## src/rtl/hit_trig_pkg.sv

```systemverilog
package hit_trig_pkg;

    typedef enum logic [2:0] {
        MODE_TABLE  = 3'd0,
        MODE_COIN   = 3'd1,
        MODE_WINDOW = 3'd2,
        MODE_SUM    = 3'd4
    } trig_mode_e;

    typedef enum logic [2:0] {
        SEL_MODE   = 3'd0,
        SEL_CMASK  = 3'd1,
        SEL_WMASK  = 3'd2,
        SEL_WWIDTH = 3'd3,
        SEL_THRESH = 3'd4,
        SEL_OWIDTH = 3'd5,
        SEL_OCTRL  = 3'd6
    } cfg_sel_e;

    function automatic logic mode_is_legal(input logic [2:0] m);
        return (m == MODE_TABLE) || (m == MODE_COIN) ||
               (m == MODE_WINDOW) || (m == MODE_SUM);
    endfunction

endpackage

```

## src/rtl/htc_cfg_regs.sv

```systemverilog
module htc_cfg_regs
    import hit_trig_pkg::*;
#(
    parameter int NCH     = 16,
    parameter int TW      = 16,
    parameter int OUT_MAX = 200,
    parameter int OUT_RST = 4
) (
    input  logic           clk,
    input  logic           rst_n,
    input  logic           we,
    input  logic [2:0]     sel,
    input  logic [15:0]    wdata,
    output logic [15:0]    rdata,
    output logic [2:0]     mode,
    output logic           dis,
    output logic [NCH-1:0] cmask,
    output logic [NCH-1:0] wmask,
    output logic [TW-1:0]  wwidth,
    output logic [15:0]    thresh,
    output logic [TW-1:0]  owidth,
    output logic           live_en,
    output logic           fp_en
);
    typedef struct packed {
        logic [2:0]     mode;
        logic           dis;
        logic [NCH-1:0] cmask;
        logic [NCH-1:0] wmask;
        logic [TW-1:0]  wwidth;
        logic [15:0]    thr;
        logic [TW-1:0]  owidth;
        logic           live;
        logic           fp;
    } cfg_t;

    cfg_t c_d, c_q;

    always_comb begin
        c_d = c_q;
        if (we) begin
            case (sel)
                SEL_MODE: begin
                    c_d.dis = wdata[3];
                    if (c_q.dis && mode_is_legal(wdata[2:0]))
                        c_d.mode = wdata[2:0];
                end
                SEL_CMASK:
                    if (c_q.dis && wdata[NCH-1:0] != '0) c_d.cmask = wdata[NCH-1:0];
                SEL_WMASK:
                    if (c_q.dis && wdata[NCH-1:0] != '0) c_d.wmask = wdata[NCH-1:0];
                SEL_WWIDTH:
                    if (c_q.dis && wdata[TW-1:0] != '0) c_d.wwidth = wdata[TW-1:0];
                SEL_THRESH:
                    if (c_q.dis && wdata != '0) c_d.thr = wdata;
                SEL_OWIDTH:
                    if (wdata[TW-1:0] != '0)
                        c_d.owidth = (wdata[TW-1:0] > TW'(OUT_MAX)) ? TW'(OUT_MAX)
                                                                    : wdata[TW-1:0];
                SEL_OCTRL: begin
                    c_d.live = wdata[0];
                    c_d.fp   = wdata[1];
                end
                default: ;
            endcase
        end
    end

    always_ff @(posedge clk) begin
        if (!rst_n) begin
            c_q.mode   <= MODE_TABLE;
            c_q.dis    <= 1'b1;
            c_q.cmask  <= '1;
            c_q.wmask  <= '1;
            c_q.wwidth <= TW'(1);
            c_q.thr    <= 16'd1;
            c_q.owidth <= TW'(OUT_RST);
            c_q.live   <= 1'b0;
            c_q.fp     <= 1'b0;
        end else begin
            c_q <= c_d;
        end
    end

    always_comb begin
        rdata = '0;
        case (sel)
            SEL_MODE:   rdata = {12'd0, c_q.dis, c_q.mode};
            SEL_CMASK:  rdata = 16'(c_q.cmask);
            SEL_WMASK:  rdata = 16'(c_q.wmask);
            SEL_WWIDTH: rdata = 16'(c_q.wwidth);
            SEL_THRESH: rdata = c_q.thr;
            SEL_OWIDTH: rdata = 16'(c_q.owidth);
            SEL_OCTRL:  rdata = {14'd0, c_q.fp, c_q.live};
            default:    rdata = '0;
        endcase
    end

    assign mode    = c_q.mode;
    assign dis     = c_q.dis;
    assign cmask   = c_q.cmask;
    assign wmask   = c_q.wmask;
    assign wwidth  = c_q.wwidth;
    assign thresh  = c_q.thr;
    assign owidth  = c_q.owidth;
    assign live_en = c_q.live;
    assign fp_en   = c_q.fp;

    assert_mode_legal_R2: assert property (@(posedge clk) disable iff (!rst_n)
        mode_is_legal(c_q.mode));

    assert_nonzero_cfg_R3: assert property (@(posedge clk) disable iff (!rst_n)
        (c_q.cmask != '0) && (c_q.wmask != '0) && (c_q.wwidth != '0) && (c_q.thr != '0));

    assert_locked_when_armed_R4: assert property (@(posedge clk) disable iff (!rst_n)
        !c_q.dis |=> $stable(c_q.mode) && $stable(c_q.cmask) && $stable(c_q.wmask)
                     && $stable(c_q.wwidth) && $stable(c_q.thr));

    assert_width_clamped_R10: assert property (@(posedge clk) disable iff (!rst_n)
        (c_q.owidth != '0) && (c_q.owidth <= TW'(OUT_MAX)));

endmodule

```

## src/rtl/htc_window.sv

```systemverilog
module htc_window #(
    parameter int NCH = 16,
    parameter int TW  = 16
) (
    input  logic           clk,
    input  logic           rst_n,
    input  logic           run,
    input  logic [NCH-1:0] hits_m,
    input  logic [TW-1:0]  width,
    output logic           req,
    output logic [NCH-1:0] addr,
    output logic           busy
);
    typedef struct packed {
        logic           busy;
        logic [TW-1:0]  cnt;
        logic [NCH-1:0] acc;
        logic           req;
        logic [NCH-1:0] addr;
    } win_t;

    win_t w_d, w_q;

    always_comb begin
        w_d     = w_q;
        w_d.req = 1'b0;
        if (!run) begin
            w_d.busy = 1'b0;
            w_d.acc  = '0;
            w_d.cnt  = '0;
        end else if (!w_q.busy) begin
            if (hits_m != '0) begin
                if (width == TW'(1)) begin
                    w_d.req  = 1'b1;
                    w_d.addr = hits_m;
                end else begin
                    w_d.busy = 1'b1;
                    w_d.cnt  = width - TW'(1);
                    w_d.acc  = hits_m;
                end
            end
        end else begin
            w_d.acc = w_q.acc | hits_m;
            w_d.cnt = w_q.cnt - TW'(1);
            if (w_q.cnt == TW'(1)) begin
                w_d.req  = 1'b1;
                w_d.addr = w_q.acc | hits_m;
                w_d.busy = 1'b0;
                w_d.acc  = '0;
            end
        end
    end

    always_ff @(posedge clk) begin
        if (!rst_n) w_q <= '0;
        else        w_q <= w_d;
    end

    assign req  = w_q.req;
    assign addr = w_q.addr;
    assign busy = w_q.busy;

    assert_window_addr_nonzero_R7: assert property (@(posedge clk) disable iff (!rst_n)
        w_q.req |-> (w_q.addr != '0));

    assert_window_req_single_R7: assert property (@(posedge clk) disable iff (!rst_n)
        w_q.req |=> !w_q.req || $past(run));

endmodule

```

## src/rtl/htc_pulse.sv

```systemverilog
module htc_pulse #(
    parameter int TW = 16,
    parameter int CW = 32
) (
    input  logic          clk,
    input  logic          rst_n,
    input  logic          fire,
    input  logic [TW-1:0] width,
    output logic          active,
    output logic [CW-1:0] count
);
    typedef struct packed {
        logic [TW-1:0] cnt;
        logic [CW-1:0] total;
    } pulse_t;

    pulse_t p_d, p_q;

    always_comb begin
        p_d = p_q;
        if (p_q.cnt != '0) begin
            p_d.cnt = p_q.cnt - TW'(1);
        end else if (fire) begin
            p_d.cnt   = width;
            p_d.total = p_q.total + CW'(1);
        end
    end

    always_ff @(posedge clk) begin
        if (!rst_n) p_q <= '0;
        else        p_q <= p_d;
    end

    assign active = (p_q.cnt != '0);
    assign count  = p_q.total;

    assert_no_retrigger_R11: assert property (@(posedge clk) disable iff (!rst_n)
        (p_q.cnt != '0) |=> (p_q.total == $past(p_q.total)));

    assert_count_step_R12: assert property (@(posedge clk) disable iff (!rst_n)
        (fire && p_q.cnt == '0) |=> (p_q.total == $past(p_q.total) + CW'(1)) && active);

endmodule

```

## src/rtl/hit_trig_ctrl.sv

```systemverilog
module hit_trig_ctrl
    import hit_trig_pkg::*;
#(
    parameter int NCH     = 16,
    parameter int TW      = 16,
    parameter int CW      = 32,
    parameter int OUT_MAX = 200,
    parameter int OUT_RST = 4,
    parameter int VERSION = 8'h21
) (
    input  logic           clk,
    input  logic           rst_n,
    input  logic [NCH-1:0] hits,
    input  logic           cfg_we,
    input  logic [2:0]     cfg_sel,
    input  logic [15:0]    cfg_wdata,
    output logic [15:0]    cfg_rdata,
    output logic           lut_req,
    output logic [NCH-1:0] lut_addr,
    input  logic           lut_hit,
    output logic           trig_fp,
    output logic [CW-1:0]  trig_count,
    output logic [15:0]    status
);
    localparam int PW = $clog2(NCH + 1);

    logic [2:0]     mode;
    logic           dis;
    logic [NCH-1:0] cmask, wmask;
    logic [TW-1:0]  wwidth, owidth;
    logic [15:0]    thresh;
    logic           live_en, fp_en;

    htc_cfg_regs #(.NCH(NCH), .TW(TW), .OUT_MAX(OUT_MAX), .OUT_RST(OUT_RST)) u_cfg (
        .clk(clk), .rst_n(rst_n), .we(cfg_we), .sel(cfg_sel), .wdata(cfg_wdata),
        .rdata(cfg_rdata), .mode(mode), .dis(dis), .cmask(cmask), .wmask(wmask),
        .wwidth(wwidth), .thresh(thresh), .owidth(owidth),
        .live_en(live_en), .fp_en(fp_en)
    );

    logic live;
    assign live = !dis || (mode == MODE_SUM);

    // Hit counter for the sum mode, one adder per channel.
    logic [PW-1:0] part [NCH+1];
    assign part[0] = '0;
    for (genvar g = 0; g < NCH; g++) begin : g_ones
        assign part[g+1] = part[g] + PW'(hits[g]);
    end

    // Table-mode request register.
    typedef struct packed {
        logic           req;
        logic [NCH-1:0] addr;
    } tbl_t;

    tbl_t t_d, t_q;

    always_comb begin
        t_d     = t_q;
        t_d.req = 1'b0;
        if (live && mode == MODE_TABLE && hits != '0) begin
            t_d.req  = 1'b1;
            t_d.addr = hits;
        end
    end

    always_ff @(posedge clk) begin
        if (!rst_n) t_q <= '0;
        else        t_q <= t_d;
    end

    logic           win_req, win_busy;
    logic [NCH-1:0] win_addr;

    htc_window #(.NCH(NCH), .TW(TW)) u_win (
        .clk(clk), .rst_n(rst_n),
        .run(live && mode == MODE_WINDOW),
        .hits_m(hits & wmask), .width(wwidth),
        .req(win_req), .addr(win_addr), .busy(win_busy)
    );

    assign lut_req  = (mode == MODE_WINDOW) ? win_req  : t_q.req;
    assign lut_addr = (mode == MODE_WINDOW) ? win_addr : t_q.addr;

    logic fire;
    always_comb begin
        fire = 1'b0;
        if (live) begin
            case (mode)
                MODE_COIN:   fire = ((hits & cmask) == cmask);
                MODE_SUM:    fire = (16'(part[NCH]) >= thresh);
                MODE_TABLE,
                MODE_WINDOW: fire = lut_req && lut_hit;
                default:     fire = 1'b0;
            endcase
        end
    end

    logic active;

    htc_pulse #(.TW(TW), .CW(CW)) u_pulse (
        .clk(clk), .rst_n(rst_n), .fire(fire), .width(owidth),
        .active(active), .count(trig_count)
    );

    assign trig_fp = active && live_en && fp_en;
    assign status  = {8'(VERSION), 1'b0, win_busy, active, live, dis, mode};

    assert_fp_gated_R12: assert property (@(posedge clk) disable iff (!rst_n)
        trig_fp |-> (live_en && fp_en));

    assert_disabled_silent_R9: assert property (@(posedge clk) disable iff (!rst_n)
        (dis && mode != MODE_SUM) |=> (trig_count == $past(trig_count)));

    assert_table_req_addr_R6: assert property (@(posedge clk) disable iff (!rst_n)
        (mode == MODE_TABLE && lut_req) |-> (lut_addr != '0));

endmodule

```

## config.mk

```make
export PLATFORM = sky130hd
export DESIGN_NAME = hit_trig_ctrl
export DESIGN_NICKNAME = d
export VERILOG_FILES = /design/src/rtl/hit_trig_pkg.sv /design/src/rtl/htc_cfg_regs.sv /design/src/rtl/htc_window.sv /design/src/rtl/htc_pulse.sv /design/src/rtl/hit_trig_ctrl.sv
export SDC_FILE = /design/constraint.sdc
export NUM_CORES = 1
export LEC_CHECK = 0
export ABC_AREA = 1
export CORE_MARGIN = 4
export CORE_UTILIZATION = 65
export CTS_CLUSTER_DIAMETER = 30
export DETAILED_ROUTE_END_ITERATION = 10
export DONT_BUFFER_PORTS = 1
export HOLD_SLACK_MARGIN = 0.12
export PLACE_DENSITY = 0.83
export RECOVER_POWER = 25
export SLEW_MARGIN = 15
export SYNTH_ARGS = -nofsm -noshare
export SYNTH_HDL_FRONTEND = slang
export SYNTH_SLANG_ARGS = --single-unit
```

## constraint.sdc

```tcl
create_clock -name clk -period 7.1 [get_ports clk]
set_input_delay 1.775 -clock clk [delete_from_list [all_inputs] [get_ports clk]]
set_output_delay 1.775 -clock clk [all_outputs]
set_load 0.01 [all_outputs]
```

# == Word-level counts from Yosys, hierarchy flattened ==
# Index checks and enable logic that the tools add are counted.
# totals
regBits,201
input_bits,39
out_inout_bits,82
word_cells,111
# classes
add_sub_neg,19
n_lt_le_gt_ge,2
eq_ne,17
n_mux,15
n_bitwise,4
n_reduce_logical,36
# ops
operator,n
$pmux W16 S7,1
$mux W50,2
$mux W33,2
$reduce_bool A16 Y1,4
$add A5 B1 Y5,11
$mux W16,3
$mux W48,1
$sub A16 B1 Y16 const B,3
$mux W17,2
$add A32 B1 Y32 const B,1
$and A16 B16 Y16,2
$eq A16 B1 Y1 const B,2
$reduce_and A3 Y1,6
$eq A16 B16 Y1,1
$ge A5 B16 Y1,1
$gt A16 B8 Y1 const B,1
$or A16 B16 Y16,1
$eq A3 B3 Y1 const B,5
$eq A3 B2 Y1 const B,4
$reduce_and A2 Y1,5
$eq A3 B1 Y1 const B,3
$logic_not A3 Y1,3
$logic_and A1 B1 Y1,8
$reduce_bool A2 Y1,3
other kinds (13),18

# == Logic depth before layout (Yosys ltp) ==
# Gate-level depths: netlist of the first run.
# logic_depth
depth_word,20
mapped_depth,26
ltp_nobuf,26

# == By module ==
# A second synthesis of the first run with hierarchy kept.
# hier_totals
cells_unflattened,1903
hier_area_um2,12376.9
# by_module_without_submodules
module,n_inst,cells_per_inst,area_each_um2,seq_area_each_um2
htc_cfg_regs,1,587,3927.5,1721.7
htc_window,1,515,3286.9,1001.0
htc_pulse,1,518,3230.6,960.9
hit_trig_ctrl,1,283,1931.9,340.3

# == Worst setup path before layout of the first run ==
# No wires, ideal clock.
# synth_timing
path_kind,in2reg
start,input hits[0]
end,register u_pulse.p_q (netlist bit u_pulse.count[4])
setup_ns,0.070
t_arrival_ns,5.792
required_ns,7.030
path_slack_ns,1.237
stages,23
path_buffers,1
cell_sequence,inv_1 fa_1 fa_1 fa_1 fa_1 inv_1 ha_1 fa_1 xor2_1 ha_1 nand2_1 nor2_1 nor2_1 nand2_1 nand2_1 nand2_1 nand2_1 nand3_2 nand3_2 inv_2 buf_4 nand2_1 a21oi_1
# synth_between
elab_chain_cells,19
word_cells_on_any_way,21
cone_classes,15 x add/sub; 1 x order compare; 1 x eq/ne; 2 x mux; 1 x bitwise; 1 x reduce/logical
# synth_lines
item,line,source
start: declaration,hit_trig_ctrl.sv:13,"input logic [NCH-1:0] hits,"
$add A1 B1 Y2,hit_trig_ctrl.sv:48,assign part[g+1] = part[g] + PW'(hits[g]);
$add A2 B1 Y3,hit_trig_ctrl.sv:48,
$add A3 B1 Y4,hit_trig_ctrl.sv:48,
$add A4 B1 Y5,hit_trig_ctrl.sv:48,
$add A5 B1 Y5 (11 in a row),hit_trig_ctrl.sv:48,
$ge A5 B16 Y1,hit_trig_ctrl.sv:92,MODE_SUM: fire = (16'(part[NCH]) >= thresh);
$pmux W1 S3 *,hit_trig_ctrl.sv:90,case (mode)
$mux W1 *,hit_trig_ctrl.sv:89,if (live) begin
$reduce_and A2 Y1 (no line) *,--,
end signal: assignment,htc_pulse.sv:31,else p_q <= p_d;
end: declaration,htc_pulse.sv:17,"pulse_t p_d, p_q;"
# Every way passes the cells marked *; elsewhere a longest branch is shown, timed or not.
# A chain may end at the register's enable or synchronous reset.

# == Final worst setup path of the first run ==
# layout_timing
start,input hits[0]
end,register u_pulse.p_q (netlist bit u_pulse.count[29])
# The elaborated chain is that of the path after synthesis.

==> flow_summary.yaml, run 1 <==
pwr:
  ir_drop_mv: 0.2473
  powerDensity_mw_per_mm2: 310.6
  leakagePower_nw: 5.459
synthesis:
  yosys.area_share.xor_xnor_pct: 4.084
  yosys_warnings: 0
  synth-seq-area-share_pct: 34.75
  synth-compound-area-share_pct: 15.07
  synth-edff-count: 0
  synth_top_family_by_area: "simple AND/OR/NAND/NOR gates"
  yosys.area_share.adder_pct: 3.566
  synth_area_leader_cell: "dfxtp_1"
  ys_types: 46
  yosysTopAreaCellShare_pct: 34.75
  synth_area_per_cell_um2: 6.832
  async_reset_ff_share_pct: 0
  synth_seq_cells: 201
  synth_cells: 1695
  synthFlopType: "dfxtp_1"
  synth_area_leaders: "dfxtp_1 35%, nand2_1 14%, a21oi_1 5.9%"
  yosysMostFrequentCell: "nand2_1"
  synth_mux_area_share_pct: 0
  synthTopCellsByCount: "427 x nand2_1, 201 x dfxtp_1, 169 x inv_1"
  synth_area_mm2: 0.01158
  synth-simple-area-share_pct: 30.85
detailed_routing:
  drt_iter0_drc: 1467
  viasPerCell: 6.063
  route.detailed.drc: 0
  vias: 11480
  wl_per_cell_um: 18.02
  drtAntennaViolNets: 0
  drt-total-wl_mm: 34.14
  firstDrtPassIters: 6
clock_tree:
  path_clk_slew_ps: 40
  clock_path_buffers: 3
  numCtsBuffers: 43
  clkLatencyLatePin_ps: 530
  ctsResizeCount: 0
  ctsHtreeMaxLevel: 2
  cts_tree: "yes"
  cts-root-buf: "clkbuf_16"
  post_cts_buffers: 0
  cts_hold_buf: 0
  clock_sinks: 201
placed_design:
  place_hpwl_mm: 24.21
  gp_congestion: 0.9791
  placed_cell_area_mm2: 0.01125
  io_buffers: 0
die:
  die_h_um: 141.5
  initial_utilization_pct: 66.72
  num_rows: 48
  dieArea_mm2: 0.02002
  ioPinCount: 121
  dieWidth_um: 141.5
  core_area_mm2: 0.01736
sta:
  clock.fmax_ghz: 0.1714
  worstMarginPinSlew_ps: 1660
  setup_tns_ps: 0
  rsz0062_at_grt: "false"
  setup_viol: 0
  post-route-min-period_ps: 5834
  finalClockSkew_ps: 23.93
  slew_viol_final: 26
  min_period_over_period_pct: 82.17
  slew_headroom_pct: -11.08
  hold_viol_final: 0
global_route:
  grt.total_usage_pct: 33.55
  grt_overflow_total: 0
  grt_pass1_vias: 10570
  antenna_found_initial: 0
  grt_pass1_wl_mm: 54.61
  grt_max_degree: 98
critical_path:
  path_cells: "inv_1 -> fa_1 -> fa_1 -> fa_1 -> fa_1 -> inv_1 -> ha_1 -> fa_1 -> xor2_1 -> ha_1 -> nand2_1 -> nor2_1 -> nor2_1 -> nand2_1 -> nand2_1 -> nand2_1 -> nand2_1 -> nand3_2 -> nand3_2 -> inv_2 -> nand2_1 -> a21oi_1"
  r2r_end: "u_win.addr[3]"
  crit_fanout: 32
  arrival_ps: 6260
  r2r_setup_slack_ps: 2840
  cpMaxStageDelayCell: "fa_1"
  critPathCaptureType: "register"
  slowest_delay_ps: 580
  r2r_cells: 6
  cpMostUsedCell: "nand2_1"
  path_delay_family: "adder cells"
  cp.buffers_inverters: 3
  crit_type: "primary input to register"
  cp_data_required_time_ps: 7530
  cp-start-kind: "primary input"
  r2r-start: "u_win.busy"
layout:
  regArea_mm2: 0.004024
  area_growth_pct: 9.930
  stdcell_area_mm2: 0.01273
  layout-drive-gt1-share_pct: 7.669
  fillers: 1388
  multi_input_area_mm2: 0.006223
  num_antenna_cells: 0
  nets: 1700
hold_path:
  hold_class: "register to register"
  holdPathStages: 2
  min_from: "u_cfg.owidth[8]"
  hold_end: "u_cfg.owidth[8]"
run_status:
  violations: "max-capacitance violations, max-slew violations"
  outcome: "complete, but fails checks"
run:
  cap_violations: 1
==> state kept, by name, summed over array words and instances, names as in the netlist, 3 cells and up <==
name           flops
u_cfg.cmask       16
u_cfg.thresh      16
u_win.w_q         32
u_pulse.count     32
u_pulse.p_q       16
u_cfg.mode         3
u_cfg.wwidth      16
u_cfg.wmask       16
t_q               17
u_cfg.owidth      16
u_win.addr        16
==> worst register-to-register path, delay by kind of cell, from the launching register on <==
kind            cells  cell delay [ps]
flops               1              810
simple gates        2              990
compound gates      2             1320
buf+inv             2              970
==> final cells by class <==
| cell class | count | share of cell area, % |
|---|---|---|
| multi-input cells | 1206 | 48.89 |
| flip-flops and latches | 201 | 31.61 |
| clock buffers | 59 | 9.485 |
| inverters | 178 | 5.268 |
| clock inverters | 21 | 2.329 |
| well taps | 225 | 2.212 |
| repair buffers | 4 | 0.2064 |
==> how the worst max path moves through the flow <==
stage | startpoint | endpoint | depth (start not counted)
2_1_floorplan | hits[0] | u_pulse.count[4] | 23
3_3_place_gp | hits[0] | u_pulse.count[17] | 22
3_5_place_dp | hits[0] | u_pulse.count[9] | 22
4_1_cts | hits[0] | u_pulse.count[29] | 22
5_1_grt | hits[1] | u_pulse.count[30] | 21
6_report | hits[0] | u_pulse.count[29] | 22
==> kinds of logic after synthesis <==
| logic type | after synthesis |
|---|---|
| other | 2 |
| AOI/OAI and AO/OA | 310 |
| DFF | 201 |
| and+or+nand+nor | 806 |
| xor gates and xnor gates | 54 |
| buffers and inverters | 295 |
| adders and majority gates | 27 |
==> cell usage in the layout, fill, tap and decap left out, types with 6 or more instances in the layout <==
| cell type | count |
|---|---|
| nand2_1 | 430 |
| dfxtp_1 | 201 |
| inv_1 | 171 |
| a21oi_1 | 138 |
| nor2_1 | 136 |
| o21ai_0 | 94 |
| nand3_1 | 82 |
| nand4_1 | 60 |
| clkbuf_16 | 44 |
| xor2_1 | 41 |
| nor3_1 | 40 |
| o211ai_1 | 31 |
| or2_2 | 20 |
| ha_1 | 17 |
| xnor2_1 | 13 |
| nor4_1 | 12 |
| a221oi_1 | 11 |
| o22ai_1 | 11 |
| clkbuf_1 | 11 |
| fa_1 | 10 |
| o21ai_1 | 9 |
| conb_1 | 9 |
| inv_2 | 6 |
| nor2_2 | 6 |
| bufinv_16 | 6 |
==> routing by layer <==
metal	global-route usage (%)	vias up	wire length, um
met4	12.58	0	1244
met5	0	-	0
met3	11.29	116	4773
met1	45.92	5212	13510
li1	-	5435	-
met2	49.34	721	14610
==> where the power goes <==
part	internal, mW	switching (mW)
clock network	1.41	0.650
logic	0.240	0.437
registers	1.18	0.0410
total	2.83	1.13
==> stage by stage <==
stage	util, %	total power [mW]	hold slack [ps]	std cells	setup slack [ps]
6_report	73.34	3.954	454.0	1894	1266
5_1_grt	73.34	4.135	479.3	1894	848.9
4_1_cts	73.47	3.955	453.9	1894	1262
3_5_place_dp	64.81	1.894	445.5	1814	747.3
3_3_place_gp	64.81	1.873	443.8	1814	870.4
2_1_floorplan	-	1.777	430.7	1702	1237
(Power assumes the default switching activity.)
==> inputs of run 2 (changes only) <==
- clock period: 7.1 -> 5.4 ns (I/O delays scaled with it)
==> run 2 against run 1 <==
Net effect: the run still ends with max-capacitance violations, max-slew violations left; worst hold slack better by 12 ps; clock power is 37% higher; critical path depth up 1; register-to-register slack got worse by 1700 ps; flip-flop and latch count stayed put; global-route usage rose by 0.071 points; final cell count rose by 0.74%; design area is 1.9% higher; critical endpoint is now u_pulse.count[27].
==> flow_summary.yaml, run 2 (same netlist as run 1, synthesis figures left out) <==
run_status:
  outcome: "complete, but fails checks"
  violations: "max-capacitance violations, max-slew violations"
sta:
  worstMarginPinSlew_ps: 1674
  rsz0062_at_grt: "false"
  timing.final.ws_setup_ps: 200.7
  slew_viol_final: 26
  slew_headroom_pct: -11.98
  min_period_over_period_pct: 96.28
  finalClockSkew_ps: 18.62
  clock.fmax_ghz: 0.1923
  post-route-min-period_ps: 5199
  hold_viol_final: 0
  setup_viol: 0
run:
  cap_violations: 1
critical_path:
  arrival_ps: 5630
  crit_fanout: 13
  cp_data_required_time_ps: 5830
  crit_type: "primary input to register"
  critPathCaptureType: "register"
  r2r_setup_slack_ps: 1090
  cpMaxStageDelayCell: "fa_1"
  slowest_delay_ps: 570
  cpMostUsedCell: "nand2_1"
  path_cells: "inv_1 -> fa_1 -> fa_1 -> fa_1 -> fa_1 -> inv_1 -> ha_2 -> fa_2 -> xor2_1 -> ha_1 -> nand2_1 -> nor2_1 -> nor2_1 -> nand2_1 -> nand2_1 -> nand2_1 -> nand2_1 -> nand3_2 -> nand3_4 -> inv_6 -> buf_12 -> nand2_2 -> a21oi_2"
  cp-start-kind: "primary input"
layout:
  num_antenna_cells: 0
  mostFrequentLayoutCell: "nand2_1"
  nets: 1716
  fillers: 1343
  layout-drive-gt1-share_pct: 8.616
  area_growth_pct: 11.97
  mostFrequentLayoutCells: "429 x nand2_1, 201 x dfxtp_1, 172 x inv_1"
global_route:
  grt_pass1_wl_mm: 54.57
  grt_overflow_total: 0
  grt.total_usage_pct: 33.63
  grt_pass1_vias: 10590
  grt_max_degree: 98
  antenna_found_initial: 0
detailed_routing:
  wl_per_cell_um: 18.64
  drtAntennaViolNets: 0
  drt_iter0_drc: 1515
  drt-total-wl_mm: 35.57
  drt-met1-wl_mm: 13.79
  route.detailed.drc: 0
  routed-wl-met3_mm: 4.996
  wl_met2_mm: 15.50
  viasPerCell: 6.132
  top_layer_used: "met4"
  firstDrtPassIters: 7
  vias: 11700
clock_tree:
  path_clk_slew_ps: 50
  cts-root-buf: "clkbuf_16"
  clkLatencyLatePin_ps: 520
  cts_tree: "yes"
  clock_sinks: 201
  cts_hold_buf: 0
  clock_path_buffers: 3
  ctsHtreeMaxLevel: 2
  numCtsBuffers: 42
die:
  die_h_um: 141.5
  dieWidth_um: 141.5
  core_area_mm2: 0.01736
  initial_utilization_pct: 66.72
  ioPinCount: 121
  num_rows: 48
  dieArea_mm2: 0.02002
placed_design:
  io_buffers: 0
  gp_congestion: 1.008
  place_hpwl_mm: 24.69
  post-place-ws_ps: -362.9
pwr:
  powerDensity_mw_per_mm2: 412.9
  ir_drop_mv: 0.2940
  total_power_mw: 5.354
  leakagePower_nw: 5.588
hold_path:
  hold_class: "register to register"
[run 2: final cells by class]
type	instances	area (um^2)	area share [%]
multi-input cells	1206	6232	48.07
flip-flops and latches	201	4024	31.03
clock buffers	55	1204	9.283
inverters	178	675.6	5.211
clock inverters	22	354.1	2.731
well taps	225	281.5	2.171
repair buffers	21	195.2	1.505
[run 2: timing repair]
item / 4_1_cts / 5_1_grt
buffers inserted: 0 / 1
endpoints found under the setup margin: 0 / 44
gates resized for setup: 0 / 12
[run 2: final timing paths]
kind	cells after the start	end	from
max	23	u_pulse.count[27]	hits[11]
min	2	u_pulse.p_q[39]	u_cfg.owidth[7]
max reg2reg	9	u_win.w_q[19]	u_cfg.mode[0]
min reg2reg	2	u_pulse.p_q[39]	u_cfg.owidth[7]
[run 2: routing by layer]
metal / vias to the layer above / track usage (%)
met5: - / 0
met4: 0 / 11.57
met3: 128 / 11.93
met2: 748 / 51.82
met1: 5361 / 44.05
li1: 5463 / -
[run 2: metrics by stage]
step | TNS, ps | area (um^2) | instances | utilization (%) | hold WS (ps)
floorplan | 0 | 11610 | 1702 | - | 430.7
global route | 0 | 12970 | 1908 | 74.70 | 484.7
global placement | -10270 | 11370 | 1829 | 65.51 | 451.3
CTS | 0 | 12930 | 1906 | 74.49 | 463.5
finish | 0 | 12970 | 1908 | 74.70 | 465.9
detailed placement | -13120 | 11370 | 1829 | 65.51 | 456.0
[run 2: critical path, delay by kind of cell]
family          cells  cell delay, ps
fa+ha+maj           7            2810
simple gates       10             800
buf+inv             4             360
xor+xnor            1             170
compound gates      1             140
[run 2: power breakdown]
part / switching, mW / internal (mW) / total, mW / leakage, nW
logic: 0.600 / 0.334 / 0.933 / 3.20
clock network: 0.858 / 1.96 / 2.82 / 0.759
registers: 0.0551 / 1.55 / 1.60 / 1.63
